`src/rtl/bytemem_xfer.sv`:
```
module bytemem_xfer #(
  parameter int BA_W  = 22,
  parameter int IA_W  = 14,
  parameter int CNT_W = 14,
  parameter int WS_W  = 3
) (
  input  logic             clk,
  input  logic             rst_n,
  input  logic             reg_wr,
  input  logic [2:0]       reg_sel,
  input  logic [23:0]      reg_wdata,
  output logic             busy,
  output logic [CNT_W-1:0] words_left,
  output logic             irq,
  output logic [BA_W-1:0]  ext_addr,
  output logic             ext_rd,
  output logic             ext_wr,
  output logic [7:0]       ext_wdata,
  input  logic [7:0]       ext_rdata,
  output logic [IA_W-1:0]  mem_addr,
  output logic             mem_re,
  output logic             mem_we,
  output logic [23:0]      mem_wdata,
  input  logic [23:0]      mem_rdata
);

  typedef enum logic [2:0] {S_IDLE, S_FETCH, S_LOAD, S_XFER, S_STORE} state_t;

  state_t           state;
  logic [BA_W-1:0]  baddr;
  logic [IA_W-1:0]  iaddr;
  logic             dir_out, wide;
  logic [WS_W-1:0]  wait_q, wcnt;
  logic [CNT_W-1:0] count;
  logic [1:0]       bidx;
  logic [23:0]      sh;
  logic             irq_q;

  wire count_wr  = reg_wr && reg_sel == 3'd4;
  wire cfg_wr    = reg_wr && state == S_IDLE;
  wire last_byte = bidx == (wide ? 2'd2 : 2'd1);
  wire byte_done = state == S_XFER && wcnt == wait_q;

  assign busy       = state != S_IDLE;
  assign words_left = count;
  assign irq        = irq_q;
  assign ext_addr   = baddr;
  assign ext_rd     = state == S_XFER && !dir_out;
  assign ext_wr     = state == S_XFER && dir_out;
  assign ext_wdata  = sh[23:16];
  assign mem_addr   = iaddr;
  assign mem_re     = state == S_FETCH;
  assign mem_we     = state == S_STORE;
  assign mem_wdata  = wide ? sh : {8'h00, sh[15:0]};

  always_ff @(posedge clk) begin
    if (!rst_n) begin
      state   <= S_IDLE;
      baddr   <= '0;
      iaddr   <= '0;
      dir_out <= 1'b0;
      wide    <= 1'b0;
      wait_q  <= '0;
      wcnt    <= '0;
      count   <= '0;
      bidx    <= '0;
      sh      <= '0;
      irq_q   <= 1'b0;
    end else begin
      irq_q <= 1'b0;
      if (count_wr) begin
        count <= reg_wdata[CNT_W-1:0];
        if (reg_wdata[CNT_W-1:0] == '0) begin
          state <= S_IDLE;
        end else if (state == S_IDLE) begin
          state <= dir_out ? S_FETCH : S_XFER;
          bidx  <= '0;
          wcnt  <= '0;
        end
      end else begin
        if (cfg_wr) begin
          case (reg_sel)
            3'd0: baddr <= reg_wdata[BA_W-1:0];
            3'd1: iaddr <= reg_wdata[IA_W-1:0];
            3'd2: begin dir_out <= reg_wdata[0]; wide <= reg_wdata[1]; end
            3'd3: wait_q <= reg_wdata[WS_W-1:0];
            default: ;
          endcase
        end
        case (state)
          S_FETCH: state <= S_LOAD;
          S_LOAD: begin
            sh    <= wide ? mem_rdata : {mem_rdata[15:0], 8'h00};
            state <= S_XFER;
          end
          S_XFER: begin
            if (byte_done) begin
              wcnt  <= '0;
              baddr <= baddr + 1'b1;
              bidx  <= last_byte ? 2'd0 : bidx + 2'd1;
              sh    <= dir_out ? {sh[15:0], 8'h00} : {sh[15:0], ext_rdata};
              if (last_byte) begin
                if (!dir_out) begin
                  state <= S_STORE;
                end else begin
                  iaddr <= iaddr + 1'b1;
                  count <= count - 1'b1;
                  if (count == 1) begin
                    state <= S_IDLE;
                    irq_q <= 1'b1;
                  end else begin
                    state <= S_FETCH;
                  end
                end
              end
            end else begin
              wcnt <= wcnt + 1'b1;
            end
          end
          S_STORE: begin
            iaddr <= iaddr + 1'b1;
            count <= count - 1'b1;
            if (count == 1) begin
              state <= S_IDLE;
              irq_q <= 1'b1;
            end else begin
              state <= S_XFER;
            end
          end
          default: ;
        endcase
      end
    end
  end

  a_r3_strobe_excl: assert property (@(posedge clk) disable iff (!rst_n)
    !(ext_rd && ext_wr));

  a_r3_addr_held: assert property (@(posedge clk) disable iff (!rst_n)
    (ext_rd || ext_wr) && wcnt != '0 |-> $stable(ext_addr));

  a_r2_start_busy: assert property (@(posedge clk) disable iff (!rst_n)
    count_wr && reg_wdata[CNT_W-1:0] != '0 |=> busy);

  a_r6_byte_step: assert property (@(posedge clk) disable iff (!rst_n)
    byte_done && !count_wr |=> baddr == $past(baddr) + 1'b1);

  a_r7_irq_pulse: assert property (@(posedge clk) disable iff (!rst_n)
    irq |=> !irq);

  a_r7_irq_idle: assert property (@(posedge clk) disable iff (!rst_n)
    irq |-> !busy && words_left == '0);

  a_r8_abort: assert property (@(posedge clk) disable iff (!rst_n)
    count_wr && reg_wdata[CNT_W-1:0] == '0 |=> !busy && !ext_rd && !ext_wr && !irq);

  a_r9_wait_locked: assert property (@(posedge clk) disable iff (!rst_n)
    reg_wr && reg_sel == 3'd3 && busy |=> $stable(wait_q));

endmodule

```
`config.mk`:
```
export PLATFORM = sky130hd
export DESIGN_NAME = bytemem_xfer
export DESIGN_NICKNAME = d
export VERILOG_FILES = /design/src/rtl/bytemem_xfer.sv
export SDC_FILE = /design/constraint.sdc
export NUM_CORES = 1
export LEC_CHECK = 0
export CAP_MARGIN = 10
export CORE_MARGIN = 2
export CORE_UTILIZATION = 52
export CTS_CLUSTER_DIAMETER = 200
export DETAILED_ROUTE_END_ITERATION = 6
export MAX_ROUTING_LAYER = met4
export PLACE_DENSITY = 0.87
export SYNTH_ARGS = -nofsm -noshare
export SYNTH_HDL_FRONTEND = slang
export SYNTH_SLANG_ARGS = --single-unit
```
`constraint.sdc`:
```
create_clock -name clk -period 4.45 [get_ports clk]
set_input_delay 1.335 -clock clk [delete_from_list [all_inputs] [get_ports clk]]
set_output_delay 1.335 -clock clk [all_outputs]
set_load 0.01 [all_outputs]
```
### Yosys cells after proc, flatten, opt, wreduce, memory -nomap -nowiden

Index checks and enable logic that the tools add are counted.

| word-level totals | value |
|---|---|
| bits in registers | 88 |
| word-level logic and storage cells | 106 |

| operators by class | value |
|---|---|
| $add $sub $neg | 5 |
| eq/ne operators | 18 |
| multiplexer cells | 47 |
| bitwise gates (word level) | 2 |
| reductions and logical operators | 23 |

Operators by type and width:

| cell | count |
|---|---|
| 14-bit 2-to-1 mux | 9 |
| 22-bit 2-to-1 mux | 4 |
| 24-bit 2-to-1 mux | 3 |
| 14-bit case mux with 2 select lines | 2 |
| 24-bit case mux with 2 select lines | 1 |
| 3-bit 2-to-1 mux | 11 |
| 22-bit by 1-bit adder with 22-bit output, second input constant | 1 |
| 2-bit 2-to-1 mux | 9 |
| 14-bit by 1-bit adder with 14-bit output, second input constant | 1 |
| 14-bit by 1-bit equality test with 1-bit output, second input constant | 1 |
| 14-bit zero test | 1 |
| 14-bit by 1-bit subtractor with 14-bit output, second input constant | 1 |
| 3-bit by 2-bit equality test with 1-bit output, second input constant | 4 |
| 3-bit case mux with 4 select lines | 1 |
| 3-bit AND reduction | 4 |
| 4-bit AND reduction | 3 |
| 3-bit != test, second input constant | 3 |
| 8-bit 2-to-1 mux | 1 |
| 3-bit by 1-bit equality test with 1-bit output, second input constant | 2 |
| 3-bit equality test, second input constant | 2 |
| 3-bit zero test | 2 |
| 2-bit nonzero test | 3 |
| 3-bit nonzero test | 2 |
| 1-bit logical AND | 5 |
| 13 further kinds | 19 |

### Depth between registers and ports, before layout

| depth | value |
|---|---|
| depth after elaboration | 7 |
| gate-level depth with buffers | 9 |

### Worst setup path after synthesis

No wires, ideal clock.

| path | value |
|---|---|
| path kind | input-to-reg |
| start | input reg_sel[1] |
| end | register baddr[5], in the netlist ext_addr[5] |
| setup time | 118 ps |
| arrival time | 2,608 ps |
| data required time | 4,332 ps |
| path slack | 1,724 ps |
| stages on the path | 7 |
| path buffers | 3 |
| cell sequence | nor2_1 and3_1 clkbuf_1 clkbuf_1 buf_1 nor2_1 o2bb2ai_1 |

| between the ends | value |
|---|---|
| word-level cells in the longest chain between the ends | 5 |
| elaborated cells between the ends (all ways) | 7 |
| those cells by class | eq/ne: 1; mux: 4; reduce/logical: 2 |

Ends and longest elaborated chain:

| item | RTL line | RTL |
|---|---|---|
| start: declaration | 10 | `input logic [2:0] reg_sel,` |
| 3-bit zero test | 82 | `case (reg_sel)` |
| 22-bit 2-to-1 mux | 82 |  |
| 22-bit 2-to-1 mux | 81 | `if (cfg_wr) begin` |
| 22-bit 2-to-1 mux | 97 | `if (byte_done) begin` |
| 22-bit 2-to-1 mux | 90 | `case (state)` |
| end signal: assignment | 83 | `3'd0: baddr <= reg_wdata[BA_W-1:0];` |
| end signal: assignment | 99 | `baddr <= baddr + 1'b1;` |
| end: declaration | 30 | `logic [BA_W-1:0] baddr;` |

Several ways; a longest one is shown, not always the timed one.
A chain may end at the register's enable or synchronous reset.

### Final worst setup path

| path | value |
|---|---|
| start | register state[0] |
| end | output ext_wr |

| between the ends | value |
|---|---|
| word-level cells in the longest chain between the ends | 2 |

Ends and longest elaborated chain:

| item | RTL line | RTL |
|---|---|---|
| start: declaration | 29 | `state_t state;` |
| start signal: assignment | 76 | `state <= dir_out ? S_FETCH : S_XFER;` |
| 3-bit by 2-bit equality test with 1-bit output | 49 | `assign ext_wr = state == S_XFER && dir_out;` |
| 1-bit logical AND | 49 |  |
| end: declaration | 17 | `output logic ext_wr,` |

Every way passes these cells.

==> results.ini <==
[run_status]
status=complete, no violations

[yosys]
synth_most_common_cell=dfxtp_1
synth_commonest_cells=dfxtp_1, nand2_1, a21oi_1, nor2_1, o21ai_0
synthCells=657
synth_area_um2=5120
yosys_warnings=0
avgSynthCellArea_um2=7.79
syn_nets=724
synth_cell_type_count=65
yosysSeqAreaShare_pct=34.4
synth_flop_cell=dfxtp_1
synthArstFlopShare_pct=0
synthTopCellsByArea=dfxtp_1, a21oi_1, nand2_1
synth_top_area_share_pct=34.4
ys_ff_latch=88
yosysTopAreaCell=dfxtp_1
synth_edf_count=0

[critical_path]
worst-path-stages=4
path_buf_inv=2
regToRegSetupSlack_ps=1390
crit_arrival_ps=2340
end_kind=output port
path_delay_family=buffers and inverters
cp-start-kind=flip-flop
worst_ep_required_time_ps=3120
critPathMaxFanout=27
worst-setup-path-type=reg -> out
worst_path_largest_cell_delay_ps=620
crit_slowest_cell=dfxtp_1
worstRegToRegCells=7
cp_cell_sequence=nand3b_4 > buf_4 > nor2_1 > clkdlybuf4s50_1

[floorplan]
rows=36
die_area_um2=10700
die_x_um=103
io_pins=150
coreArea_um2=9680
die_h_um=103
start_util_pct=52.9

[cts]
htree_levels=3
clock-sinks=88
cts.repair.resized=0
clkTransAtPathRegs_ps=90
cts_hold_buf=0
cts_buffers=9
clkLatencyLatePin_ps=370
cts_tree=done
clk_path_buf_depth=2
post_cts_buffers=0
ctsRootBufferMaster=clkbuf_8

[final_layout]
fillCellCount=755
seqCellArea_um2=1760
n_antenna_cell=0
syn_to_final_growth_pct=34.5
multi_input_area_um2=3100
nNetsFinal=845
drive_gt1_share_pct=5.36

[route]
drc=0
antenna_left=0
drt-vias-per-instance=6.24
first_pass_iters=7
drtIter0Drc=457
wl_per_cell_um=17.8
drt-total-wl_mm=16.3
vias=5718

[sta]
skew_ps=12.6
tns_ps=0
final-hold-violation-count=0
min_period_ps=3680
slew_viol_final=0
fin_crit_sh_pct=82.7
worst_pin_slew_ps=1010
grt_setup_unrepaired=no
finalSetupViolations=0
setup_ws_ps=772
maxSlewHeadroom_pct=32.7
fmax_mhz=272

[placement]
post-place-ws_ps=896
gp_congestion=0.921
dpl.hpwl_mm=11.6
port_buffers=147

[grt]
grt_pass1_vias=5038
overflow=0
grt_start_max_net_pins=45
grt_pass1_wl_mm=25.4
antenna_found_initial=0
grtUsageTotal_pct=31.1

[power_and_ir_drop]
ir_worst_vdd_mv=0.225
powerDensity_nw_per_um2=371
power.leakage_nw=2.44

[run]
maxCapViolations=0

[min_path]
hold_depth=2
hold_class=reg -> reg

## flip-flops by register name, indices dropped and copies added, names as in the netlist
name and flops:
mem_addr 14, wide 1, bidx 2, wcnt 3, irq 1, ext_addr 22, wait_q 3, dir_out 1
state 3, words_left 14, sh 24
## through the flow
stage / utilization [%] / hold slack [ps] / power (mW) / std cells / area (µm²)
after CTS: 71.1 / 473 / 2.54 / 916 / 6890
after global routing: 71.1 / 501 / 2.68 / 916 / 6890
after global placement: 68.7 / 455 / 1.89 / 900 / 6660
final: 71.1 / 470 / 2.56 / 916 / 6890
after detailed placement: 68.7 / 460 / 1.92 / 900 / 6660
after floorplan: - / 460 / 1.51 / 657 / 5120
## worst register-to-register path, cell delays in order (launching register included)
cell	delay, ps
dfxtp_1	620
nand3b_4	370
nor4_4	350
buf_4	320
a31o_2	540
a21oi_1	270
a221oi_1	390
nor2_1	80
## layout make-up
class                           count  area share [%]
Multi-Input combinational cell    502            45.0
Sequential cell                    88            25.6
Timing Repair Buffer              159            22.7
Tap cell                          133            2.42
Clock buffer                       10            2.00
Clock inverter                      6            1.34
Inverter                           18           0.981
## logic make-up (layout without fill, tap and decap cells)
group / Yosys count / count (layout) / synth area share [%]
fa+ha+maj: 5 / 5 / 1.22
simple gates: 249 / 249 / 25.1
flops: 88 / 88 / 34.4
buf+inv: 67 / 193 / 5.30
compound gates: 205 / 205 / 26.1
mux: 24 / 24 / 4.69
xor+xnor: 19 / 19 / 3.25
## placed cells by master, fill, tap and decap left out, types with 11 or more instances in the layout
master / instances
a21oi_1: 59
dfxtp_1: 88
xor2_1: 16
a31oi_1: 19
nand3_1: 29
nand2_1: 69
nor2_1: 54
nor3_1: 15
o211ai_1: 22
buf_4: 12
mux2i_1: 24
clkdlybuf4s50_1: 147
and3_1: 22
nand4_1: 15
a211oi_1: 11
o21ai_0: 38
inv_1: 16
## routing by layer
metal	part of all wire (%)	routed length, µm	vias to the layer above	global-route usage [%]
met5	0	0	-	-
met4	2.4	394	0	11.6
met3	7.9	1290	48	5.91
met2	49	8040	280	48.9
met1	40	6610	2710	39.9
li1	-	-	2680	-
## power breakdown
| part | switching [mW] | internal, mW | total [mW] |
|---|---|---|---|
| logic | 0.467 | 0.426 | 0.892 |
| clock network | 0.303 | 0.333 | 0.636 |
| registers | 0.132 | 0.897 | 1.03 |
| total | 0.901 | 1.66 | 2.56 |
## path summary, 6_finish.rpt
kind,startpoint,endpoint
worst max-delay path,state[0]$_SDFFE_PN0P_,ext_wr
worst min-delay path,sh[23]$_SDFFE_PN0P_,sh[23]$_SDFFE_PN0P_
worst min register to register,sh[23]$_SDFFE_PN0P_,sh[23]$_SDFFE_PN0P_
worst max register to register,state[0]$_SDFFE_PN0P_,mem_addr[0]$_SDFFE_PN0N_
(Power assumes the default switching activity.)
